$ cat config.mk
export PLATFORM = sky130hd
export DESIGN_NAME = lcd_col_loader
export DESIGN_NICKNAME = d
export VERILOG_FILES = /design/src/rtl/lcdl_pkg.sv /design/src/rtl/lcdl_fall_det.sv /design/src/rtl/lcdl_line_fill.sv /design/src/rtl/lcdl_drive_map.sv /design/src/rtl/lcd_col_loader.sv
export SDC_FILE = /design/constraint.sdc
export NUM_CORES = 1
export LEC_CHECK = 0
export ABC_AREA = 1
export BUFFER_PORTS_ARGS = -buffer_cell sky130_fd_sc_hd__buf_2
export CORE_MARGIN = 4
export CORE_UTILIZATION = 50
export CTS_CLUSTER_SIZE = 30
export DETAILED_ROUTE_END_ITERATION = 8
export PLACE_DENSITY_LB_ADDON = 0.1
export SKIP_CTS_REPAIR_TIMING = 1
export SLEW_MARGIN = 25
export SYNTH_ARGS = -nofsm -noshare
export SYNTH_HDL_FRONTEND = slang
export SYNTH_SLANG_ARGS = --single-unit
$ cat constraint.sdc
create_clock -name clk -period 9.5 [get_ports clk]
set_input_delay 0.475 -clock clk [delete_from_list [all_inputs] [get_ports clk]]
set_output_delay 0.475 -clock clk [all_outputs]
set_load 0.05 [all_outputs]
$ cat src/rtl/lcdl_pkg.sv
package lcdl_pkg;

  typedef enum logic [1:0] {
    LV_ON_POS  = 2'd0,
    LV_ON_NEG  = 2'd1,
    LV_OFF_POS = 2'd2,
    LV_OFF_NEG = 2'd3
  } drv_code_e;

  function automatic drv_code_e pick_level(input logic pix, input logic pol);
    drv_code_e c;
    if (pix) c = pol ? LV_ON_POS : LV_ON_NEG;
    else     c = pol ? LV_OFF_POS : LV_OFF_NEG;
    return c;
  endfunction

endpackage

$ cat src/rtl/lcdl_fall_det.sv
module lcdl_fall_det (
  input  logic clk,
  input  logic rst,
  input  logic sig,
  output logic fall
);
  logic prev_q;

  always_ff @(posedge clk) begin
    if (rst) prev_q <= 1'b0;
    else     prev_q <= sig;
  end

  assign fall = prev_q & ~sig;
endmodule

$ cat src/rtl/lcdl_line_fill.sv
module lcdl_line_fill #(
  parameter int NOUT = 160,
  parameter int BUSW = 8
) (
  input  logic            clk,
  input  logic            rst,
  input  logic            load_ev,
  input  logic            latch_ev,
  input  logic            en_n,
  input  logic            bus8,
  input  logic            short_line,
  input  logic            fill_rev,
  input  logic [BUSW-1:0] din,
  output logic [NOUT-1:0] line_q,
  output logic            carry_n
);
  localparam int NARROW  = BUSW / 2;
  localparam int MAXGRP  = NOUT / NARROW;
  localparam int CW      = $clog2(MAXGRP + 1);
  localparam int IW      = $clog2(NOUT + 1) + 1;
  localparam int LAST_WF = NOUT / BUSW - 1;
  localparam int LAST_WH = NOUT / (2 * BUSW) - 1;
  localparam int LAST_NF = NOUT / NARROW - 1;
  localparam int LAST_NH = NOUT / (2 * NARROW) - 1;

  logic [CW-1:0] grp_q;
  logic          full_q;
  logic [CW-1:0] last_grp;
  logic [IW-1:0] grp_len;
  logic [IW-1:0] line_len;
  logic [IW-1:0] base;
  logic          accept;
  logic [IW-1:0] idx_a [BUSW];
  logic [BUSW-1:0] wr_bit;

  always_comb begin
    case ({bus8, short_line})
      2'b11:   last_grp = CW'(LAST_WH);
      2'b10:   last_grp = CW'(LAST_WF);
      2'b01:   last_grp = CW'(LAST_NH);
      default: last_grp = CW'(LAST_NF);
    endcase
    grp_len  = bus8 ? IW'(BUSW) : IW'(NARROW);
    line_len = short_line ? IW'(NOUT / 2) : IW'(NOUT);
    base     = IW'(grp_q) * grp_len;
    accept   = load_ev & ~en_n & ~full_q & ~latch_ev;
  end

  for (genvar j = 0; j < BUSW; j++) begin : g_pos
    logic [IW-1:0] pos;
    assign pos       = base + IW'(j);
    assign idx_a[j]  = fill_rev ? (line_len - IW'(1) - pos) : pos;
    assign wr_bit[j] = accept & (IW'(j) < grp_len);
  end

  always_ff @(posedge clk) begin
    if (rst) begin
      line_q <= '0;
    end else begin
      for (int j = 0; j < BUSW; j++) begin
        if (wr_bit[j]) line_q[idx_a[j]] <= din[j];
      end
    end
  end

  always_ff @(posedge clk) begin
    if (rst) begin
      grp_q   <= '0;
      full_q  <= 1'b0;
      carry_n <= 1'b1;
    end else if (latch_ev) begin
      grp_q   <= '0;
      full_q  <= 1'b0;
      carry_n <= 1'b1;
    end else if (accept) begin
      if (grp_q == last_grp) begin
        full_q  <= 1'b1;
        carry_n <= 1'b0;
      end else begin
        grp_q <= grp_q + CW'(1);
      end
    end
  end

  a_r1_disabled_no_write: assert property (@(posedge clk) disable iff (rst)
    (load_ev && en_n && !latch_ev) |=> ($stable(line_q) && $stable(carry_n)));

  a_r9_full_no_write: assert property (@(posedge clk) disable iff (rst)
    (load_ev && full_q && !latch_ev) |=> $stable(line_q));

  a_r7_carry_after_load: assert property (@(posedge clk) disable iff (rst)
    $fell(carry_n) |-> $past(load_ev && !en_n));

  a_r8_line_rearm: assert property (@(posedge clk) disable iff (rst)
    latch_ev |=> (carry_n && grp_q == '0));
endmodule

$ cat src/rtl/lcdl_drive_map.sv
module lcdl_drive_map #(
  parameter int NOUT = 160
) (
  input  logic              clk,
  input  logic              rst,
  input  logic [NOUT-1:0]   hold,
  input  logic              ac_pol,
  output logic [2*NOUT-1:0] drv_lvl
);
  import lcdl_pkg::*;

  for (genvar i = 0; i < NOUT; i++) begin : g_pix
    always_ff @(posedge clk) begin
      if (rst) drv_lvl[2*i +: 2] <= LV_OFF_NEG;
      else     drv_lvl[2*i +: 2] <= pick_level(hold[i], ac_pol);
    end
  end

  a_r10_on_pixel_low_code: assert property (@(posedge clk) disable iff (rst)
    $past(hold[0]) |-> !drv_lvl[1]);
endmodule

$ cat src/rtl/lcd_col_loader.sv
module lcd_col_loader #(
  parameter int NOUT = 160,
  parameter int BUSW = 8
) (
  input  logic              clk,
  input  logic              rst,
  input  logic              line_clk,
  input  logic              shift_clk,
  input  logic              en_n,
  input  logic [BUSW-1:0]   din,
  input  logic              bus8,
  input  logic              short_line,
  input  logic              fill_rev,
  input  logic              ac_pol,
  output logic              carry_n,
  output logic [2*NOUT-1:0] drv_lvl
);
  logic load_ev;
  logic latch_ev;
  logic [NOUT-1:0] line_q;
  logic [NOUT-1:0] hold_q;

  lcdl_fall_det u_shift_edge (.clk(clk), .rst(rst), .sig(shift_clk), .fall(load_ev));
  lcdl_fall_det u_line_edge  (.clk(clk), .rst(rst), .sig(line_clk),  .fall(latch_ev));

  lcdl_line_fill #(.NOUT(NOUT), .BUSW(BUSW)) u_fill (
    .clk(clk), .rst(rst), .load_ev(load_ev), .latch_ev(latch_ev), .en_n(en_n),
    .bus8(bus8), .short_line(short_line), .fill_rev(fill_rev), .din(din),
    .line_q(line_q), .carry_n(carry_n)
  );

  always_ff @(posedge clk) begin
    if (rst)           hold_q <= '0;
    else if (latch_ev) hold_q <= line_q;
  end

  a_r6_hold_only_on_line_edge: assert property (@(posedge clk) disable iff (rst)
    !latch_ev |=> $stable(hold_q));

  lcdl_drive_map #(.NOUT(NOUT)) u_drive (
    .clk(clk), .rst(rst), .hold(hold_q), .ac_pol(ac_pol), .drv_lvl(drv_lvl)
  );
endmodule

==> results.yml <==
yosys:
  synth_flop_cell: "dfxtp_1"
  ys_async_sr_fraction: 0
  synth_seq_cells: 491
  ys_warn_count: 0
  syn-cell-area_mm2: 0.0226
  synth_top_area_share: 0.435
  synth_top_cell_by_area: "dfxtp_1"
  synth-edff-count: 0
  synth_most_common_cell: "nand2_1"
  synthTopCellsByCount: "nand2_1 (1,075), nor2_1 (589), dfxtp_1 (491)"
  ys_types: 33
  postSynthCellCount: 3379
  syn_avg_cell_area_um2: 6.68
  synth.area.top_cells: "dfxtp_1 (44%), nand2_1 (18%), nor2_1 (9.8%)"
  ys_seq_area_frac: 0.435
worst_setup_path:
  rr_worst_depth: 18
  crit_chain: "nand2_1 > inv_1 > ha_1 > ha_1 > ha_1 > nand3_1 > nor2_1 > xnor2_1 > inv_1 > ha_1 > nand2_1 > nand2_1 > nand2_1 > nand3_1 > nor2_4 > nand2_1 > o21ai_0 > nor2_1"
  cpMostUsedCell: "nand2_1"
  cp_max_fo: 40
  r2r_start: "u_fill.grp_q[1]"
  reg2reg_to: "u_fill.line_q[88]"
  critical_path_class: "flip-flop to flip-flop"
  path_buf_inv: 2
  crit_required_ps: 9970
  rrSetupSlack_ps: 5190
  cp.arrival_ps: 4780
  max_stage_delay_ps: 800
  slowest_stage: "nor2_4"
  end_kind: "flip-flop"
  crit_path_start_kind: "flip-flop"
  crit_family: "simple AND/OR/NAND/NOR gates"
clock_network:
  cts-root-buf: "clkbuf_16"
  cts_buffers: 50
  cts_num_sinks: 491
  clk_pin_slew_worst_paths_ps: 60
  cts_buffer_depth: 3
  cts_tree: "yes"
  htree_levels: 2
  clk_latency_ps: 600
sta:
  slew_headroom: 0.254
  skew_ps: 21.7
  setup_viol: 0
  fin_crit_sh: 0.453
  final_max_slew_viol_count: 0
  setup_slack_ps: 5190
  setup_tns_ps: 0
  rsz0062_at_grt: "no"
  hold_violations: 0
  max_freq_mhz: 232
  tightest_slew_ps: 1120
  fin_crit_ps: 4310
floorplan:
  num_rows: 77
  floorplan.initialDensity: 0.508
  die_y_um: 221
  io_pins: 338
  core_area_mm2: 0.0444
  die_w_um: 221
  dieArea_mm2: 0.0486
route:
  first_iter_violations: 1905
  wl_per_cell_um: 16.6
  ant_nets: 0
  first_pass_iters: 6
  routed_wl_um: 68000
  vias: 21625
  vias_per_cell: 5.27
  drc_errors: 0
worst_hold_path:
  hold_depth: 3
  hp-class: "input pin to flip-flop"
  hold_end: "u_shift_edge.prev_q"
  worstHoldStart: "shift_clk"
pwr:
  clockPowerShare: 0.438
  ir_worst_vdd_mv: 0.123
  power_density_mw_per_mm2: 191
  p_int_mw: 3.48
  p_sw_frac: 0.274
  seqPwrFrac: 0.446
  p_comb_frac: 0.117
  p_sw_mw: 1.32
  power.leakage_nw: 10.5
cells_and_area:
  syn2layout_area_growth_pct: 11.3
  nets: 3507
  post-route-util: 0.566
  drive_gt1_frac: 0.147
  fill_cells: 4359
grt:
  grt_start_max_net_pins: 161
  grt_usage: 0.269
  first_global_vias: 20051
  grt_pass1_wl_um: 105000
  antenna_found_initial: 0
  grt-ovfl-total: 0
job:
  maxCapViolCount: 0
placement:
  port_buffers: 337
  hpwl_um: 45300
  place_ws_ps: 4990
  place.gp.congestion: 0.914
status:
  outcome: "finished, final reports clean"
-- final cells by class --
type	count	area [um^2]	area share
diodes	1	2.50	0.0000995
clock buffers	71	1450	0.0578
clock inverters	20	325	0.0129
inverters	175	667	0.0265
multi-input cells	2395	10300	0.409
flip-flops and latches	491	9830	0.391
well taps	592	741	0.0295
repair buffers	355	1850	0.0735
-- cell families after synthesis --
logic type,Yosys count,share of synthesized area
fa+ha+maj,22,0.0122
buf+inv,495,0.111
xor+xnor,3,0.00116
other cells,1,0.000166
simple gates,1996,0.358
compound gates,371,0.0825
flops,491,0.435
-- power by group through the flow --
stage	sequential (mW)	combinational, mW	clock, mW
2_1_floorplan	2.25	0.398	0
4_1_cts	2.14	0.550	2.14
3_5_place_dp	2.19	0.549	0
6_report	2.14	0.559	2.10
3_3_place_gp	2.19	0.547	0
5_1_grt	2.14	0.599	2.22
-- routing by layer --
metal / share of wire / global-route usage / up-vias
met1: 0.41 / 0.344 / 9871
met5: 0 / 0 / -
met2: 0.46 / 0.451 / 930
met4: 0.042 / 0.105 / 0
met3: 0.087 / 0.0515 / 203
li1: - / - / 10621
-- worst max path at each step --
stage,from,endpoint,cells after the start
2_1_floorplan,u_drive.drv_lvl[254],drv_lvl[100],1
3_3_place_gp,bus8,u_fill.line_q[105],19
3_5_place_dp,bus8,u_fill.line_q[147],21
4_1_cts,u_fill.grp_q[1],u_fill.line_q[88],18
5_1_grt,u_fill.grp_q[1],u_fill.line_q[25],18
6_report,u_fill.grp_q[1],u_fill.line_q[88],18
-- flip-flops by register name, summed over array words and instances, names as in the netlist --
| signal | cells |
|---|---|
| u_line_edge.prev_q | 1 |
| u_fill.grp_q | 6 |
| hold_q | 160 |
| u_fill.carry_n | 1 |
| u_fill.full_q | 1 |
| u_drive.drv_lvl | 161 |
| u_fill.line_q | 160 |
| u_shift_edge.prev_q | 1 |
-- layout by cell type, fill, tap and decap left out, drive strengths merged, types with 2 or more instances in the layout --
| master | instances |
|---|---|
| clkinv | 18 |
| xnor2 | 2 |
| nand3b | 4 |
| bufinv | 7 |
| nand3 | 267 |
| conb | 3 |
| nand4 | 3 |
| o21ai | 227 |
| nor2 | 633 |
| inv | 169 |
| dfxtp | 491 |
| nand2 | 1083 |
| ha | 22 |
| clkbuf | 71 |
| buf | 355 |
| nor3 | 3 |
| a21oi | 142 |
-- tightest hold or removal path: cells and delay by family --
kind | cells | cell delay [ps]
buffers and inverters | 2 | 150
and+or+nand+nor | 1 | 30
-- stage by stage --
stage	std cells	hold slack (ps)	power, mW	area, um^2
after floorplan	3381	367	2.65	22600
after global placement	4007	371	2.73	23300
after detailed placement	4007	374	2.74	23300
after CTS	4098	82.3	4.83	25100
after global routing	4099	113	4.96	25100
final	4100	113	4.79	25100
Note: power is estimated with default switching activity, not from simulation.
